**src/rtl/irq_status_reg.sv**
```systemverilog
module irq_status_reg #(
  parameter int CLR_PULSE = 2
) (
  input  logic       clk,
  input  logic       rst_n,
  input  logic       ev_recov_done,
  input  logic       ev_sensor,
  input  logic       recov_req,
  input  logic       ev_bus_lost,
  input  logic       ext_irq_n,
  input  logic       test_self,
  input  logic       test_other,
  input  logic [5:0] mask,
  input  logic       rd_start,
  input  logic       scl_pulse,
  output logic [7:0] status,
  output logic       irq_n
);
  localparam int CW = $clog2(CLR_PULSE + 1);

  logic          rd_act;
  logic [CW-1:0] pcnt;
  logic          clr;
  logic          intin, businit, busok, buslost, mytest, nmytest;

  assign clr = rd_act && scl_pulse && !rd_start && (pcnt == CW'(CLR_PULSE - 1));

  always_ff @(posedge clk or negedge rst_n) begin
    if (!rst_n) begin
      rd_act <= 1'b0;
      pcnt   <= '0;
    end else if (rd_start) begin
      rd_act <= 1'b1;
      pcnt   <= '0;
    end else if (rd_act && scl_pulse) begin
      if (clr) rd_act <= 1'b0;
      else     pcnt   <= pcnt + 1'b1;
    end
  end

  always_ff @(posedge clk or negedge rst_n) begin
    if (!rst_n) begin
      intin   <= 1'b0;
      businit <= 1'b0;
      busok   <= 1'b0;
      buslost <= 1'b0;
      mytest  <= 1'b0;
      nmytest <= 1'b0;
    end else begin
      intin   <= !ext_irq_n;
      businit <= ev_recov_done | (businit & !clr);
      busok   <= (ev_sensor & !recov_req) | (busok & !clr);
      buslost <= ev_bus_lost | (buslost & !clr);
      mytest  <= test_self;
      nmytest <= test_other;
    end
  end

  assign status = {2'b00, nmytest, mytest, buslost, busok, businit, intin};
  assign irq_n  = ~|(status[5:0] & ~mask);


  intin_track_chk: assert property (@(posedge clk) disable iff (!rst_n)
    rst_n |=> status[0] == !$past(ext_irq_n));

  mytest_drop_chk: assert property (@(posedge clk) disable iff (!rst_n)
    (rst_n && !test_self) |=> !status[4]);

  nmytest_drop_chk: assert property (@(posedge clk) disable iff (!rst_n)
    (rst_n && !test_other) |=> !status[5]);

  busok_block_chk: assert property (@(posedge clk) disable iff (!rst_n)
    (rst_n && recov_req && !status[2]) |=> !status[2]);

  lost_clear_chk: assert property (@(posedge clk) disable iff (!rst_n)
    (rst_n && clr && !ev_bus_lost) |=> !status[3]);

  test_irq_chk: assert property (@(posedge clk) disable iff (!rst_n)
    (status[4] && !mask[4]) |-> !irq_n);

  top_zero_chk: assert property (@(posedge clk) disable iff (!rst_n)
    status[7:6] == 2'b00);
endmodule

```
**config.mk**
```make
export PLATFORM = sky130hd
export DESIGN_NAME = irq_status_reg
export DESIGN_NICKNAME = d
export VERILOG_FILES = /design/src/rtl/irq_status_reg.sv
export SDC_FILE = /design/constraint.sdc
export NUM_CORES = 1
export LEC_CHECK = 0
export BUFFER_PORTS_ARGS = -buffer_cell sky130_fd_sc_hd__buf_4
export CORE_AREA = 10 10 47 49
export CTS_CLUSTER_SIZE = 20
export DETAILED_ROUTE_END_ITERATION = 10
export DIE_AREA = 0 0 57 59
export PLACE_DENSITY = 0.74
export SYNTH_ARGS = -nofsm -noshare
export SYNTH_HDL_FRONTEND = slang
export SYNTH_SLANG_ARGS = --single-unit
```
**constraint.sdc**
```tcl
create_clock -name clk -period 2.45 [get_ports clk]
set_input_delay 0.245 -clock clk [delete_from_list [all_inputs] [get_ports clk]]
set_output_delay 0.245 -clock clk [all_outputs]
set_load 0.02 [all_outputs]
```
==> impl_metrics.py, run 1 <==
metrics = {
    "clocking": {
        "worst_skew_pair.late_latency_ns": 0.25,
        "clk_pin_slew_worst_paths_ns": 0.06,
        "cts_max_path_buffers": 2,
        "cts-htree-levels": 1,
        "post_cts_buffers": 0,
        "cts_buffers": 3,
        "clockRootBuffer": "clkbuf_4",
        "cts_tree": "built",
        "clock_sinks": 9,
    },
    "critical_path": {
        "worst_path_largest_cell_delay_ns": 0.41,
        "r2r_cells": 4,
        "critPathTopFamily": "flip-flops",
        "worst-endpoint-arrival_ns": 1.15,
        "critPathMaxFanout": 3,
        "crit_path_end_kind": "output port",
        "worstPathBufferInverterCount": 2,
        "r2r_start": "pcnt[0]",
        "slowest_stage": "dfrtp_1",
        "startpoint_type": "flop",
        "path_cells": "inv_1, o22ai_1, nor3_1, buf_4",
        "path_class": "reg2out",
        "startpoint": "businit",
        "critical_path_required_ns": 2.20,
        "r2r_end": "pcnt[0]",
        "r2r_slack_ns": 1.24,
    },
    "grt": {
        "overflow": 0,
        "grtUsageTotal": 0.06283,
        "grt_max_degree": 10,
        "antenna_found_initial": 0,
        "grt_pass1_vias": 351,
        "grt_pass1_wl_mm": 1.642,
    },
    "floorplanning": {
        "ioPinCount": 26,
        "num_rows": 14,
        "core-area_um2": 1401,
        "die_h_um": 59,
        "die-area_um2": 3363,
        "die_x_um": 57,
        "start_util": 0.3170,
    },
    "power_and_ir_drop": {
        "vdd_drop_max_mv": 0.2796,
        "p_leak_nw": 0.3316,
        "combPwrFrac": 0.265,
        "switchingPower_uw": 109.3,
        "p_int_uw": 282.4,
        "seqPwrFrac": 0.453,
        "p_sw_frac": 0.2790,
        "power_density_nw_per_um2": 634.9,
        "pwr-share-clk": 0.282,
        "p_total_uw": 391.7,
    },
    "logic_synthesis": {
        "avgSynthCellArea_um2": 10.09,
        "syn_area_um2": 444.2,
        "ys_warn_count": 0,
        "synth_cell_types": 16,
        "ys_seq_area_frac": 0.5070,
        "ys_seq_elements": 9,
        "netlist_instances": 44,
    },
    "routing": {
        "wirelength_um": 995,
        "vias_per_cell": 4.333,
        "wl_per_cell_um": 12.28,
        "antenna_left": 0,
        "remaining_drc_errors": 0,
        "m1WireLength_um": 399,
        "route.met2.wl_um": 449,
        "dr.pass1.iters": 2,
        "drtIter0Drc": 2,
        "highest_layer": "met4",
        "wl_met3_um": 126,
        "dr_total_vias": 351,
    },
    "sta": {
        "slew_viol_final": 0,
        "rsz0062_at_grt": "no",
        "min_period_ns": 1.400,
        "fmax_ghz": 0.7143,
        "finalHoldViolations": 0,
        "fin_worst_skew_ns": 0.002212,
        "fin_crit_sh": 0.5714,
        "final-setup-viol-count": 0,
        "timing.setup.tns_ns": 0,
    },
    "min_path": {
        "worstHoldPathCells": 1,
        "min_path_type": "in2reg",
        "holdPathEnd": "mytest",
        "worstHoldStart": "test_self",
    },
    "cells_and_area": {
        "area_growth_pct": 38.87,
        "multi_input_area_um2": 128.9,
        "drive_gt1_frac": 0.4462,
        "seqCellArea_um2": 225.2,
        "nNetsFinal": 84,
        "fill_cells": 151,
        "antennaDiodeCount": 0,
    },
    "flow_run": {
        "max_cap_viol_count": 0,
    },
    "placement": {
        "io_buffer_count": 23,
        "post-dp-hpwl_um": 867.3,
        "place_congestion": 0.6727,
    },
    "run_status": {
        "status": "finished, final reports clean",
    },
}
-- cell usage after synthesis (all sizes together) --
cell	instances	area [um2]
nor3	1	5.000
a21o	3	22.52
ha	1	12.51
and3b	1	10.01
conb	1	3.750
xnor2	1	8.760
o22ai	3	18.77
dfrtp	9	225.2
o21ai	1	5.000
nor2	2	10.01
a211oi	1	12.51
buf	8	60.06
nand2	2	7.510
inv	9	33.78
nand4b	1	8.760
-- what timing repair did --
item	4_1_cts	5_1_grt
hold buffers	1	0
endpoints found under the hold margin	9	0
endpoints found under the setup margin	0	0
resized for setup	0	0
-- cell usage in the layout, fill, tap and decap left out --
| cell type | n |
|---|---|
| a21o_1 | 3 |
| conb_1 | 2 |
| clkbuf_4 | 3 |
| nand2_1 | 2 |
| xnor2_1 | 1 |
| nor2_2 | 1 |
| nand4b_1 | 1 |
| nor2_1 | 1 |
| a211oi_2 | 1 |
| and3b_2 | 1 |
| ha_1 | 1 |
| dlygate4sd3_1 | 1 |
| o22ai_1 | 3 |
| buf_4 | 23 |
| dfrtp_1 | 9 |
| inv_1 | 9 |
| o21ai_0 | 1 |
| clkbuf_1 | 1 |
| nor3_1 | 1 |
-- routing by layer --
metal | track usage | vias to the layer above
met3 | 0.04077 | 4
li1 | - | 173
met1 | 0.06951 | 156
met4 | 0.05034 | 0
met2 | 0.08217 | 18
met5 | 0 | -
-- worst max-delay path by stage --
| stage | cells past startpoint | to | slack [ns] |
|---|---|---|---|
| final | 4 | irq_n | 1.05 |
| after detailed placement | 4 | pcnt[0] | 1.25 |
| after CTS | 4 | irq_n | 1.04 |
| after global routing | 4 | irq_n | 0.97 |
| after floorplan | 3 | irq_n | 1.20 |
| after global placement | 4 | pcnt[0] | 1.29 |
-- sequential cells by signal (all words and copies together), names as in the netlist --
signal and cells:
pcnt 2, businit 1, buslost 1, busok 1, intin 1, mytest 1, nmytest 1, rd_act 1
-- power groups by stage --
stage	registers (mW)	logic [mW]	clock network [mW]
final	0.177	0.104	0.110
after global routing	0.180	0.114	0.125
after CTS	0.178	0.106	0.116
after detailed placement	0.180	0.104	0
after global placement	0.180	0.100	0
after floorplan	0.177	0.0724	0
-- stage by stage --
step / std cells / worst slack, ns / utilization / hold WS, ns / area [um2]
after detailed placement: 76 / 1.245 / 0.4143 / 0.07632 / 580.6
after CTS: 81 / 1.043 / 0.4402 / 0.08694 / 616.8
after floorplan: 45 / 1.205 / - / -0.05059 / 447.9
final: 81 / 1.050 / 0.4402 / 0.09536 / 616.8
after global routing: 81 / 0.9684 / 0.4402 / 0.08107 / 616.8
after global placement: 76 / 1.292 / 0.4143 / 0.07295 / 580.6
-- logic make-up (layout without fill, tap and decap cells) --
family	after synthesis	in the layout	synth area share
XOR/XNOR	1	1	0.01972
other	1	2	0.008443
adder cells (fa/ha/maj)	1	1	0.02816
flip-flops	9	9	0.5071
buffers and inverters	17	37	0.2113
AO/OA/AOI/OAI	8	8	0.1324
AND/OR/NAND/NOR	7	7	0.09296
-- area by class of cell --
cell class | instances | area share
clock buffer | 4 | 0.04260
tap | 16 | 0.03245
multi-input combinational | 19 | 0.2089
timing repair buffer | 24 | 0.2961
sequential | 9 | 0.3651
inverter | 9 | 0.05477
No activity file was read; power rests on OpenSTA's default activity.
==> run 2: changes to the inputs <==
--- a/config.mk
+++ b/config.mk
@@ -5,11 +5,12 @@
 export SDC_FILE = /design/constraint.sdc
 export NUM_CORES = 1
 export LEC_CHECK = 0
+export ABC_AREA = 1
 export BUFFER_PORTS_ARGS = -buffer_cell sky130_fd_sc_hd__buf_4
-export CORE_AREA = 10 10 47 49
+export CORE_AREA = 10 10 48 50
 export CTS_CLUSTER_SIZE = 20
 export DETAILED_ROUTE_END_ITERATION = 10
-export DIE_AREA = 0 0 57 59
+export DIE_AREA = 0 0 58 60
 export PLACE_DENSITY = 0.74
 export SYNTH_ARGS = -nofsm -noshare
 export SYNTH_HDL_FRONTEND = slang
==> constraint.sdc (replaced) <==
create_clock -name clk -period 1.5 [get_ports clk]
set_input_delay 0.15 -clock clk [delete_from_list [all_inputs] [get_ports clk]]
set_output_delay 0.15 -clock clk [all_outputs]
set_load 0.02 [all_outputs]
==> run 2 against run 1 <==
Compared with the run above:
- critical path depth rose by 2
- clock skew rose by 0.0013 ns
- global-route usage rose by 0.34 points
- cell area rose by 8.7%
- wire length rose by 6.5%
- sequential share of layout area fell by 2.9 points
- power rose by 54%
- critical endpoint unchanged
- largest cell class unchanged
==> impl_metrics.py, run 2 <==
metrics = {
    "run_status": {
        "status": "finished, final reports clean",
    },
    "logic_synthesis": {
        "synth_area_leaders": "dfrtp_1, buf_4, nand2_1",
        "synth_cell_types": 14,
        "synth_most_common_cell": "nand2_1",
        "ys_seq_elements": 9,
        "ys_warn_count": 0,
        "synth-main-ff-cell": "dfrtp_1",
        "syn_area_um2": 478.0,
        "netlist_instances": 61,
        "synth_edf_count": 0,
        "avgSynthCellArea_um2": 7.835,
        "synthTopCellsByCount": "nand2_1, inv_1, dfrtp_1, buf_4, nor2_1",
        "netlist.area_leader.share": 0.4712,
        "async_flop_share": 1.000,
        "ys_seq_area_frac": 0.4712,
        "yosysTopAreaCell": "dfrtp_1",
    },
    "routing": {
        "antenna_left": 0,
        "drtIter0Drc": 3,
        "wl_per_cell_um": 10.60,
        "dr_total_vias": 436,
        "wirelength_mm": 1.060,
        "vias_per_cell": 4.360,
        "dr.pass1.iters": 2,
        "remaining_drc_errors": 0,
    },
    "clocking": {
        "cts-htree-levels": 1,
        "worst_skew_pair.late_latency_ns": 0.26,
        "clk_pin_slew_worst_paths_ns": 0.06,
        "clockRootBuffer": "clkbuf_4",
        "post_cts_buffers": 0,
        "cts_max_path_buffers": 2,
        "cts_tree": "built",
        "clock_sinks": 9,
        "cts.repair.resized": 0,
        "cts_hold_buf": 3,
        "cts_buffers": 3,
    },
    "critical_path": {
        "path_class": "reg2out",
        "critical_path_required_ns": 1.35,
        "critPathTopFamily": "flip-flops",
        "startpoint_type": "flop",
        "slowest_stage": "dfrtp_1",
        "critPathMaxFanout": 3,
        "worst-endpoint-arrival_ns": 1.09,
        "worst_path_largest_cell_delay_ns": 0.40,
        "crit_path_end_kind": "output port",
        "worstPathBufferInverterCount": 2,
        "path_cells": "nand2_1, nand2_1, inv_2, nand2_1, nor2_1, buf_4",
        "cp_common_cell": "nand2_1",
    },
    "grt": {
        "grt_pass1_wl_mm": 1.800,
        "grt_pass1_vias": 458,
        "antenna_found_initial": 0,
        "grt_max_degree": 10,
        "overflow": 0,
        "grtUsageTotal": 0.06621,
    },
    "floorplanning": {
        "die-area_um2": 3480,
        "num_rows": 14,
        "die_x_um": 58,
        "die_h_um": 60,
        "ioPinCount": 26,
        "start_util": 0.3328,
        "core-area_um2": 1436,
    },
    "power_and_ir_drop": {
        "p_leak_nw": 0.3961,
        "vdd_drop_max_mv": 0.4531,
        "p_total_uw": 604.6,
        "power_density_nw_per_um2": 901.5,
    },
    "cells_and_area": {
        "antennaDiodeCount": 0,
        "top_register": "pcnt",
        "fill_cells": 153,
        "fin_area_um2": 670.6,
        "final_common_cell": "buf_4",
        "largest_reg_flops": 2,
        "area_growth_pct": 40.31,
        "drive_gt1_frac": 0.3690,
        "final_cell_mix": "buf_4, nand2_1, inv_1",
        "nNetsFinal": 103,
        "instances_no_fill": 100,
    },
    "sta": {
        "hold_slack_ns": 0.02364,
        "slew_viol_final": 0,
        "rsz0062_at_grt": "no",
        "min_period_ns": 1.242,
        "fmax_ghz": 0.8055,
        "finalHoldViolations": 0,
        "final-setup-viol-count": 0,
        "timing.setup.tns_ns": 0,
        "fin_crit_sh": 0.8277,
        "fin_worst_skew_ns": 0.003509,
    },
    "placement": {
        "place_congestion": 0.7064,
        "place_area_um2": 614.3,
        "post-dp-hpwl_um": 932.2,
        "dpl.cell_count": 93,
        "io_buffer_count": 23,
    },
    "min_path": {
        "min_path_type": "in2reg",
    },
    "flow_run": {
        "max_cap_viol_count": 0,
    },
}
==> run 2: cell type report <==
class	count	area [um2]	share of cell area
Timing Repair Buffer	26	202.7	0.3022
Clock buffer	4	26.28	0.03918
Sequential cell	9	225.2	0.3358
Tap cell	16	20.02	0.02985
Inverter	14	52.55	0.07836
Multi-Input combinational cell	31	143.9	0.2146
==> run 2: through the flow <==
stage | utilization | setup slack (ns)
2_1_floorplan | - | 0.5063
3_3_place_gp | 0.4277 | 0.4675
3_5_place_dp | 0.4277 | 0.4274
4_1_cts | 0.4669 | 0.2466
5_1_grt | 0.4669 | 0.1448
6_report | 0.4669 | 0.2585
==> run 2: per-layer routing <==
metal / track usage / wire length, um / vias to the layer above
met5: 0 / 0 / -
met4: 0.04027 / 25 / 0
met3: 0.03814 / 126 / 4
met2: 0.1150 / 561 / 15
met1: 0.05826 / 347 / 202
li1: - / - / 215
==> run 2: report_power, final <==
part           internal (mW)  switching, mW
clock                  0.102         0.0827
sequential             0.262         0.0139
combinational         0.0713         0.0720
total                  0.436          0.169
==> run 2: cell families after synthesis <==
group                      Yosys count  share of synthesized area
AOI/OAI and AO/OA                    3                    0.03666
adders and majority gates            1                    0.02617
buffers and inverters               22                     0.2356
other                                1                   0.007846
DFF                                  9                     0.4712
and+or+nand+nor                     25                     0.2225
==> run 2: worst paths after layout <==
| path | from | slack (ns) | to | cells past startpoint |
|---|---|---|---|---|
| min | ext_irq_n | 0.02 | intin | 2 |
| max | buslost | 0.26 | irq_n | 6 |
| min reg2reg | businit | 0.52 | businit | 2 |
| min in group asynchronous | rst_n | 0.24 | pcnt[1] | 2 |
| max reg2reg | pcnt[0] | 0.42 | pcnt[0] | 5 |
| max in group asynchronous | rst_n | 1.13 | intin | 2 |
